===== config.mk =====
export PLATFORM = sky130hd
export DESIGN_NAME = can_err_status
export DESIGN_NICKNAME = d
export VERILOG_FILES = /design/src/rtl/can_est_pkg.sv /design/src/rtl/can_est_confine.sv /design/src/rtl/can_est_irq.sv /design/src/rtl/can_err_status.sv
export SDC_FILE = /design/constraint.sdc
export NUM_CORES = 1
export LEC_CHECK = 0
export BUFFER_PORTS_ARGS = -buffer_cell sky130_fd_sc_hd__buf_2
export CORE_UTILIZATION = 35
export DETAILED_ROUTE_END_ITERATION = 7
export HOLD_SLACK_MARGIN = 0.12
export PLACE_DENSITY = 0.84
export SETUP_SLACK_MARGIN = 0.4
export SLEW_MARGIN = 40
export SYNTH_ARGS = -nofsm -noshare
export SYNTH_HDL_FRONTEND = slang
export SYNTH_HIERARCHICAL = 1
export SYNTH_SLANG_ARGS = --single-unit

===== constraint.sdc =====
create_clock -name clk -period 1.7 [get_ports clk]
set_input_delay 0 -clock clk [delete_from_list [all_inputs] [get_ports clk]]
set_output_delay 0 -clock clk [all_outputs]
set_load 0.02 [all_outputs]

===== src/rtl/can_est_pkg.sv =====
package can_est_pkg;
    localparam int unsigned DW      = 32;
    localparam int unsigned NERR    = 6;
    localparam logic [1:0]  A_CFG   = 2'd0;
    localparam logic [1:0]  A_CTRL  = 2'd1;
    localparam logic [1:0]  A_CNT   = 2'd2;
    localparam logic [1:0]  A_STAT  = 2'd3;
    localparam int unsigned B_WARNEN = 21;
    localparam int unsigned B_TWRN  = 17;
    localparam int unsigned B_RWRN  = 16;
    localparam int unsigned B_PERR  = 10;
    localparam int unsigned B_BOFF  = 2;
    localparam int unsigned B_ERR   = 1;
    localparam int unsigned B_WAKE  = 0;
    localparam int unsigned C_BOFF  = 15;
    localparam int unsigned C_ERR   = 14;
    localparam int unsigned C_TWRN  = 11;
    localparam int unsigned C_RWRN  = 10;

    typedef enum logic [1:0] {
        FC_ACTIVE  = 2'b00,
        FC_PASSIVE = 2'b01,
        FC_BUSOFF  = 2'b10
    } fc_e;

    typedef struct packed {
        logic [NERR-1:0] perr;
        logic            twrn_f;
        logic            rwrn_f;
        logic            boff_f;
        logic            err_f;
        logic            wake_f;
        logic [3:0]      ien;     // {boff, err, twrn, rwrn}
        logic            warn_en;
        logic            txw_prev;
        logic            rxw_prev;
        logic            boff_prev;
    } est_state_t;
endpackage


===== src/rtl/can_est_confine.sv =====
module can_est_confine
    import can_est_pkg::*;
#(
    parameter int unsigned CW       = 8,
    parameter int unsigned WARN_LIM = 96,
    parameter int unsigned PASS_LIM = 128
) (
    input  logic [CW-1:0] tx_cnt,
    input  logic [CW-1:0] rx_cnt,
    input  logic          bus_off_in,
    output logic          tx_warn,
    output logic          rx_warn,
    output fc_e           fault
);
    localparam logic [CW:0] WARN_V = (CW+1)'(WARN_LIM);
    localparam logic [CW:0] PASS_V = (CW+1)'(PASS_LIM);

    always_comb begin
        tx_warn = {1'b0, tx_cnt} >= WARN_V;
        rx_warn = {1'b0, rx_cnt} >= WARN_V;
        if (bus_off_in)
            fault = FC_BUSOFF;
        else if (({1'b0, tx_cnt} >= PASS_V) || ({1'b0, rx_cnt} >= PASS_V))
            fault = FC_PASSIVE;
        else
            fault = FC_ACTIVE;
    end
endmodule


===== src/rtl/can_est_irq.sv =====
module can_est_irq #(
    parameter int unsigned NSRC = 4
) (
    input  logic [NSRC-1:0] flag,
    input  logic [NSRC-1:0] en,
    output logic            irq
);
    logic [NSRC-1:0] gated;
    for (genvar i = 0; i < NSRC; i++) begin : g_gate
        assign gated[i] = flag[i] & en[i];
    end
    assign irq = |gated;
endmodule


===== src/rtl/can_err_status.sv =====
module can_err_status
    import can_est_pkg::*;
#(
    parameter int unsigned CW       = 8,
    parameter int unsigned WARN_LIM = 96,
    parameter int unsigned PASS_LIM = 128
) (
    input  logic          clk,
    input  logic          rst_n,
    input  logic [5:0]    err_evt,
    input  logic [CW-1:0] tx_cnt,
    input  logic [CW-1:0] rx_cnt,
    input  logic          bus_off_in,
    input  logic          idle_in,
    input  logic          txrx_in,
    input  logic          wake_evt,
    input  logic          rd_en,
    input  logic          wr_en,
    input  logic [1:0]    addr,
    input  logic [31:0]   wdata,
    output logic [31:0]   rdata,
    output logic          irq
);
    est_state_t s_d, s_q;
    logic       tx_warn, rx_warn;
    fc_e        fault;

    can_est_confine #(.CW(CW), .WARN_LIM(WARN_LIM), .PASS_LIM(PASS_LIM)) u_conf (
        .tx_cnt    (tx_cnt),
        .rx_cnt    (rx_cnt),
        .bus_off_in(bus_off_in),
        .tx_warn   (tx_warn),
        .rx_warn   (rx_warn),
        .fault     (fault)
    );

    can_est_irq #(.NSRC(4)) u_irq (
        .flag({s_q.boff_f, s_q.err_f, s_q.twrn_f, s_q.rwrn_f}),
        .en  (s_q.ien),
        .irq (irq)
    );

    logic rd_stat, wr_stat, wr_cfg, wr_ctrl;

    always_comb begin
        rd_stat = rd_en && (addr == A_STAT);
        wr_stat = wr_en && (addr == A_STAT);
        wr_cfg  = wr_en && (addr == A_CFG);
        wr_ctrl = wr_en && (addr == A_CTRL);

        s_d = s_q;
        // protocol errors: read clears old bits, new pulses survive
        if (rd_stat) s_d.perr = '0;
        s_d.perr = s_d.perr | err_evt;

        if (wr_cfg)  s_d.warn_en = wdata[B_WARNEN];
        if (wr_ctrl) s_d.ien = {wdata[C_BOFF], wdata[C_ERR], wdata[C_TWRN], wdata[C_RWRN]};

        // write-one-to-clear first, then sets so events win
        if (wr_stat) begin
            s_d.twrn_f = s_q.twrn_f & ~wdata[B_TWRN];
            s_d.rwrn_f = s_q.rwrn_f & ~wdata[B_RWRN];
            s_d.boff_f = s_q.boff_f & ~wdata[B_BOFF];
            s_d.err_f  = s_q.err_f  & ~wdata[B_ERR];
            s_d.wake_f = s_q.wake_f & ~wdata[B_WAKE];
        end
        s_d.err_f  = s_d.err_f  | (|err_evt);
        s_d.boff_f = s_d.boff_f | (bus_off_in & ~s_q.boff_prev);
        s_d.wake_f = s_d.wake_f | wake_evt;
        s_d.twrn_f = s_d.twrn_f | (s_q.warn_en & tx_warn & ~s_q.txw_prev);
        s_d.rwrn_f = s_d.rwrn_f | (s_q.warn_en & rx_warn & ~s_q.rxw_prev);

        s_d.txw_prev  = tx_warn;
        s_d.rxw_prev  = rx_warn;
        s_d.boff_prev = bus_off_in;
    end

    always_ff @(posedge clk or negedge rst_n) begin
        if (!rst_n) s_q <= '0;
        else        s_q <= s_d;
    end

    always_comb begin
        rdata = '0;
        unique case (addr)
            A_CFG:  rdata[B_WARNEN] = s_q.warn_en;
            A_CTRL: begin
                rdata[C_BOFF] = s_q.ien[3];
                rdata[C_ERR]  = s_q.ien[2];
                rdata[C_TWRN] = s_q.ien[1];
                rdata[C_RWRN] = s_q.ien[0];
            end
            A_CNT:  begin
                rdata[CW-1:0]    = tx_cnt;
                rdata[2*CW-1:CW] = rx_cnt;
            end
            default: begin
                rdata[B_TWRN]              = s_q.twrn_f;
                rdata[B_RWRN]              = s_q.rwrn_f;
                rdata[B_PERR+NERR-1:B_PERR] = s_q.perr;
                rdata[9]                   = tx_warn;
                rdata[8]                   = rx_warn;
                rdata[7]                   = idle_in;
                rdata[6]                   = txrx_in;
                rdata[5:4]                 = fault;
                rdata[B_BOFF]              = s_q.boff_f;
                rdata[B_ERR]               = s_q.err_f;
                rdata[B_WAKE]              = s_q.wake_f;
            end
        endcase
    end
endmodule


Word level (Yosys, flattened, before mapping)
Cells that the tools add are included.
{"block": "op_classes", "magnitude_cmp": 4, "n_eq_ne": 3, "mux": 12, "bitwise_logic": 28, "reduce_logical": 10}
{"cell": "greater-or-equal comparator 8 x 7 -> 1 bit (second input constant)", "count": 2}
{"cell": "greater-or-equal comparator 8 bit (second input constant)", "count": 2}
{"cell": "bitwise AND 1 bit", "count": 14}
{"cell": "one-hot mux 2 bit (3 select lines)", "count": 2}
{"cell": "one-hot mux 6 bit (2 select lines)", "count": 1}
{"cell": "inverter 1 bit", "count": 8}
{"cell": "two-way mux 6 bit", "count": 1}
{"cell": "OR 6 bit", "count": 1}
{"cell": "one-hot mux 3 bit (2 select lines)", "count": 1}
{"cell": "OR reduction 6 bit", "count": 1}
{"cell": "two-way mux 5 bit", "count": 1}
{"cell": "OR 1 bit", "count": 5}
{"cell": "== test 2 bit (second input constant)", "count": 2}
{"cell": "logical AND 1 bit", "count": 4}
{"cell": "two-way mux 2 bit", "count": 2}
{"cell": "one-hot mux 2 bit (2 select lines)", "count": 1}
{"cell": "OR reduction 4 bit", "count": 1}
{"cell": "two-way mux 1 bit", "count": 3}
{"cell": "OR reduction 3 bit", "count": 1}
{"cell": "== test 2 x 1 -> 1 bit (second input constant)", "count": 1}
{"cell": "logical NOT 2 bit", "count": 1}
{"cell": "OR reduction 2 bit", "count": 1}
{"cell": "logical OR 1 bit", "count": 1}
{"block": "totals", "register_bits": 19, "in_bits": 64, "output_inout_bits": 33, "word_cells": 68}

Logic depth before layout (Yosys ltp)
{"block": "logic_depth", "word_depth": 5, "ltp_mapped": 4, "ltp_nobuf": 3}

Cells and area by module
The synthesis kept the hierarchy.
{"module": "can_err_status", "instances": 1, "cells_per_inst": 102, "area_per_inst_um2": 1114.8, "seq_area_each_um2": 475.5}
{"module": "can_est_confine", "instances": 1, "cells_per_inst": 4, "area_per_inst_um2": 32.5, "seq_area_each_um2": 0.0}
{"module": "can_est_irq", "instances": 1, "cells_per_inst": 3, "area_per_inst_um2": 18.8, "seq_area_each_um2": 0.0}

Least setup slack after synthesis
Ideal clock, no wire load.
{"block": "synth_timing", "path_kind": "input-to-reg", "from": "input err_evt[4]", "to": "register s_q[9] (netlist name)", "setup_ns": 0.129, "arrival_time_ns": 0.875, "t_required_ns": 1.571, "path_slack_ns": 0.696, "stages": 2, "n_path_buf": 0, "cell_sequence": "or4_1 -> a2111o_1"}
{"item": "start: declaration", "line": "can_err_status.sv:10", "rtl": "input logic [5:0] err_evt,"}
{"item": "end signal: assignment", "line": "can_err_status.sv:79", "rtl": "if (!rst_n) s_q <= '0;"}
{"item": "end signal: assignment", "line": "can_err_status.sv:80", "rtl": "else s_q <= s_d;"}
{"item": "end: declaration", "line": "can_err_status.sv:24", "rtl": "est_state_t s_d, s_q;"}

Worst setup path in the final report
{"block": "layout_timing", "from": "register s_q[18] (netlist name)", "to": "output rdata[15]"}
{"block": "layout_between", "elab_chain_len": 1}
{"item": "one-hot mux 2 bit (3 select lines)", "line": "can_err_status.sv:85", "rtl": "unique case (addr)"}
{"item": "end: declaration", "line": "can_err_status.sv:21", "rtl": "output logic [31:0] rdata,"}
No other way between the ends.

==> results by stage <==
Global routing:
- The global-route wire length before repair is 5016 um.
- The aggregate global routing overflow is 0.
- The number of global-route vias before repair is 1,099.
- The initial antenna violation count came to 0.
- In the global route stage, overall resource usage came out at 0.1914.
- The largest net degree at the start of global routing is 29.

Finish:
- The fraction of layout instances using a drive strength above 1 is 0.4063.
- The register with the most flip-flops in the layout has 19 of them.
- The count of antenna diodes in the layout is 0.
- Counting flops per register, the top entry is s_q.
- In the final layout, the registers with the most flip-flops are s_q x19.
- The top cell types in the final layout, fill and taps aside, are 53 x sky130_fd_sc_hd__buf_2, 23 x sky130_fd_sc_hd__dlygate4sd3_1, 19 x sky130_fd_sc_hd__dfrtp_1.
- In the final design database the tool counted around 260 nets.
- The utilization of the core after routing is 0.5710.
- The most common cell after layout, fill and taps aside is sky130_fd_sc_hd__buf_2.
- The growth of design area from synthesis to finish is 51.93%.
- The finished layout cell area is 0.001772 mm2.

Synthesis:
- In the post-synthesis netlist, the biggest area contributors are sky130_fd_sc_hd__dfrtp_1 41%, sky130_fd_sc_hd__mux2i_1 9.4%, sky130_fd_sc_hd__buf_4 9.0%.
- The synthesized design contains 19 register bits.
- The number of synthesized flops with an enable pin is 0.
- The cell accounting for the most synthesized area is sky130_fd_sc_hd__dfrtp_1.
- The sequential area share after synthesis is 0.4077.
- In the synthesized netlist the async set-or-reset flop fraction comes to 1.000.
- The number of unique standard cell types used by synthesis is 24.
- The total of warnings raised by yosys is 6.
- Synthesis produced a netlist whose cell count is 109.
- The share of the synthesized area in the top cell type is 0.4077.
- The cell area that synthesis handed to floorplanning was 0.001166 mm2.
- The most used flip-flop cell after synthesis is sky130_fd_sc_hd__dfrtp_1.
- The average instance in the mapped netlist occupies 10.70 um2.

Die:
- The initial utilization of the core area, before any placement, comes to 0.3758.
- The core box area is 0.003103 mm2.
- The floorplan has 20 rows.
- In this run the horizontal extent of the chip is 59.72 um.
- The die covers 0.003566 mm2.
- The floorplan step set the die height to 59.72 um.
- In this run the count of I/O pins placed on the die edge is 97.

Worst setup path:
- For the worst setup path, the data required time is 1.70 ns.
- STA puts the critical path data arrival time at 1.31 ns.
- The number of buffer and inverter stages on the critical path is 1.
- The critical path endpoint category is an output port.
- The signal on the critical path passes through mux2_2, a22o_1, buf_6.
- Across all register-to-register paths, the minimum setup slack is 0.50 ns.
- The cell family contributing the most delay on the critical path is flip-flops.
- The cell with the biggest individual delay on the critical path is sky130_fd_sc_hd__dfrtp_1.
- STA classifies the critical path startpoint as a register.
- The maximum fanout along the worst path is 2.
- The critical setup path kind is reg2out.
- In this design, the stage delay of the slowest critical-path cell is 0.39 ns.

Outcome:
- The final reports fail on hold timing.
- The flow ran to the end, but the final reports show violations.

Clocking:
- The number of buffers inserted for hold repair after clock tree synthesis is 23.
- The clock insertion delay at the later pin of the skew report is 0.29 ns.
- Buffers inserted during clock tree synthesis total 3.
- The clock tree from TritonCTS is yes.
- For this design, the sink count on the clock tree is 19.
- The number of buffers on the longest clock path is 2.
- The clock tree root driver cell is sky130_fd_sc_hd__clkbuf_4.
- The post-CTS clock slew at the launch and capture registers of the worst setup and hold paths is 0.10 ns.
- CTS built an H-tree with a depth of 1.

Timing:
- The final-report max-slew violation count is 0.
- The worst-case clock skew is slightly below 0.0009 ns.
- Of the available clock period, the critical path in the final layout requires 0.7729.
- For the final routed database, the setup TNS stands at 0 ns.
- The number of hold-slack violations in the final timing report is 1.
- Based on the critical path, the design can be clocked at up to approximately 0.76 GHz.
- Setup repair after global routing could not meet its margin everywhere.
- Once routing completed, OpenROAD measured the worst setup slack at around 0.39 ns.
- The final period demand of the worst path is about 1.3 ns.
- The total setup violations reported at the end of the flow is 0.
- The worst hold slack across all endpoints is -0.09620 ns.

Power:
- In this run the static leakage power is 0.8707 nW.
- The clock power share is 0.190.
- Of the total power, the share spent switching nets is 0.3227.
- The power density over the cells is roughly 670 mW/mm2.
- Of the total power, combinational logic draws 0.348.
- Summed over all nets, the switching power comes to 0.0003812 W.
- Of the total power, registers draw 0.461.
- Internal power comes to 0.0008001 W.
- The peak supply drop is just under 500 uV.
- Total power for the finished layout comes to 0.001181 W.

Placed design:
- Port buffering added 61 buffers.
- The global placer's final weighted congestion is 0.7244.
- The post-placement cell area is 0.001448 mm2.
- The worst setup slack after placement is 0.5478 ns.
- The wire-length estimate of the detail-placed layout is 2075 um.

Route:
- The DRC violation count after routing is 0.
- The final route contains around 1,100 vias.
- Dividing the detail-routed wire length by the instance count gives about 14 um.
- The violation count after the first detailed-route iteration is 27.
- The average via count per standard cell is 4.801.
- The final routed wirelength across all metal layers is 3263 um.
- Before antenna repair, the detailed router went through 4 iterations.
- The number of nets with antenna violations after routing is 0.

Flow run:
- Across the run, the number of max-cap violations was 0.

Hold path:
- The min-delay analysis places its worst path in the category in2reg.
routing by layer:
| layer | share of wire | global-route usage | up-vias |
|---|---|---|---|
| li1 | - | - | 531 |
| met5 | 0 | 0 | - |
| met3 | 0.068 | 0.03247 | 4 |
| met1 | 0.41 | 0.2349 | 532 |
| met4 | 0.013 | 0.05980 | 0 |
| met2 | 0.51 | 0.3397 | 66 |
final timing paths:
check                            from        end  cells past startpoint
max                           s_q[18]  rdata[15]                      3
min                        err_evt[4]    s_q[17]                      2
max reg2reg                    s_q[8]     s_q[8]                      2
min reg2reg                    s_q[1]    s_q[11]                      1
max in group asynchronous       rst_n     s_q[7]                      2
min in group asynchronous       rst_n    s_q[14]                      2
power groups by stage:
stage | registers, W | clock network [W] | logic, W
6_report | 0.000545 | 0.000225 | 0.000411
5_1_grt | 0.000550 | 0.000249 | 0.000444
4_1_cts | 0.000541 | 0.000227 | 0.000386
3_5_place_dp | 0.000549 | 0 | 0.000338
3_3_place_gp | 0.000549 | 0 | 0.000332
2_1_floorplan | 0.000536 | 0 | 0.000245
per-stage QoR:
| stage | hold slack, ns | std cells |
|---|---|---|
| final | -0.09620 | 236 |
| after global routing | -0.09796 | 236 |
| after CTS | -0.1030 | 235 |
| after detailed placement | -0.03908 | 207 |
| after global placement | -0.04533 | 207 |
| after floorplan | -0.2956 | 121 |
cells in the mapped netlist, types with 2 or more instances:
cell,instances
sky130_fd_sc_hd__a21o_1,8
sky130_fd_sc_hd__and3_1,2
sky130_fd_sc_hd__nand4_1,5
sky130_fd_sc_hd__mux2i_1,11
sky130_fd_sc_hd__buf_2,3
sky130_fd_sc_hd__buf_4,14
sky130_fd_sc_hd__dfrtp_1,19
sky130_fd_sc_hd__clkbuf_1,3
sky130_fd_sc_hd__o2bb2ai_1,2
sky130_fd_sc_hd__mux2_2,9
sky130_fd_sc_hd__a22oi_1,2
sky130_fd_sc_hd__nor2b_1,12
sky130_fd_sc_hd__a22o_1,5
sky130_fd_sc_hd__nor3b_1,2
sky130_fd_sc_hd__nand2_1,3
timing repair:
item | 4_1_cts | 5_1_grt
hold endpoints to repair | 38 | 2
pin swaps | 1 | 0
gates resized for setup | 2 | 14
setup buffers | 1 | 1
setup endpoints to repair | 1 | 7
kinds of logic after synthesis:
| kind of cell | synth area share |
|---|---|
| simple gates | 0.1491 |
| buf+inv | 0.1159 |
| compound gates | 0.1427 |
| mux | 0.1813 |
| flops | 0.4077 |
| other cells | 0.003216 |
area by class of cell:
type                    instances  area [um2]
flip-flops and latches         19       475.5
clock buffers                   4       26.28
fillers                       268        1331
multi-input cells              81       618.1
well taps                      44       55.05
inverters                       1       3.754
repair buffers                 87       593.1
No activity file was read; power rests on OpenSTA's default activity.
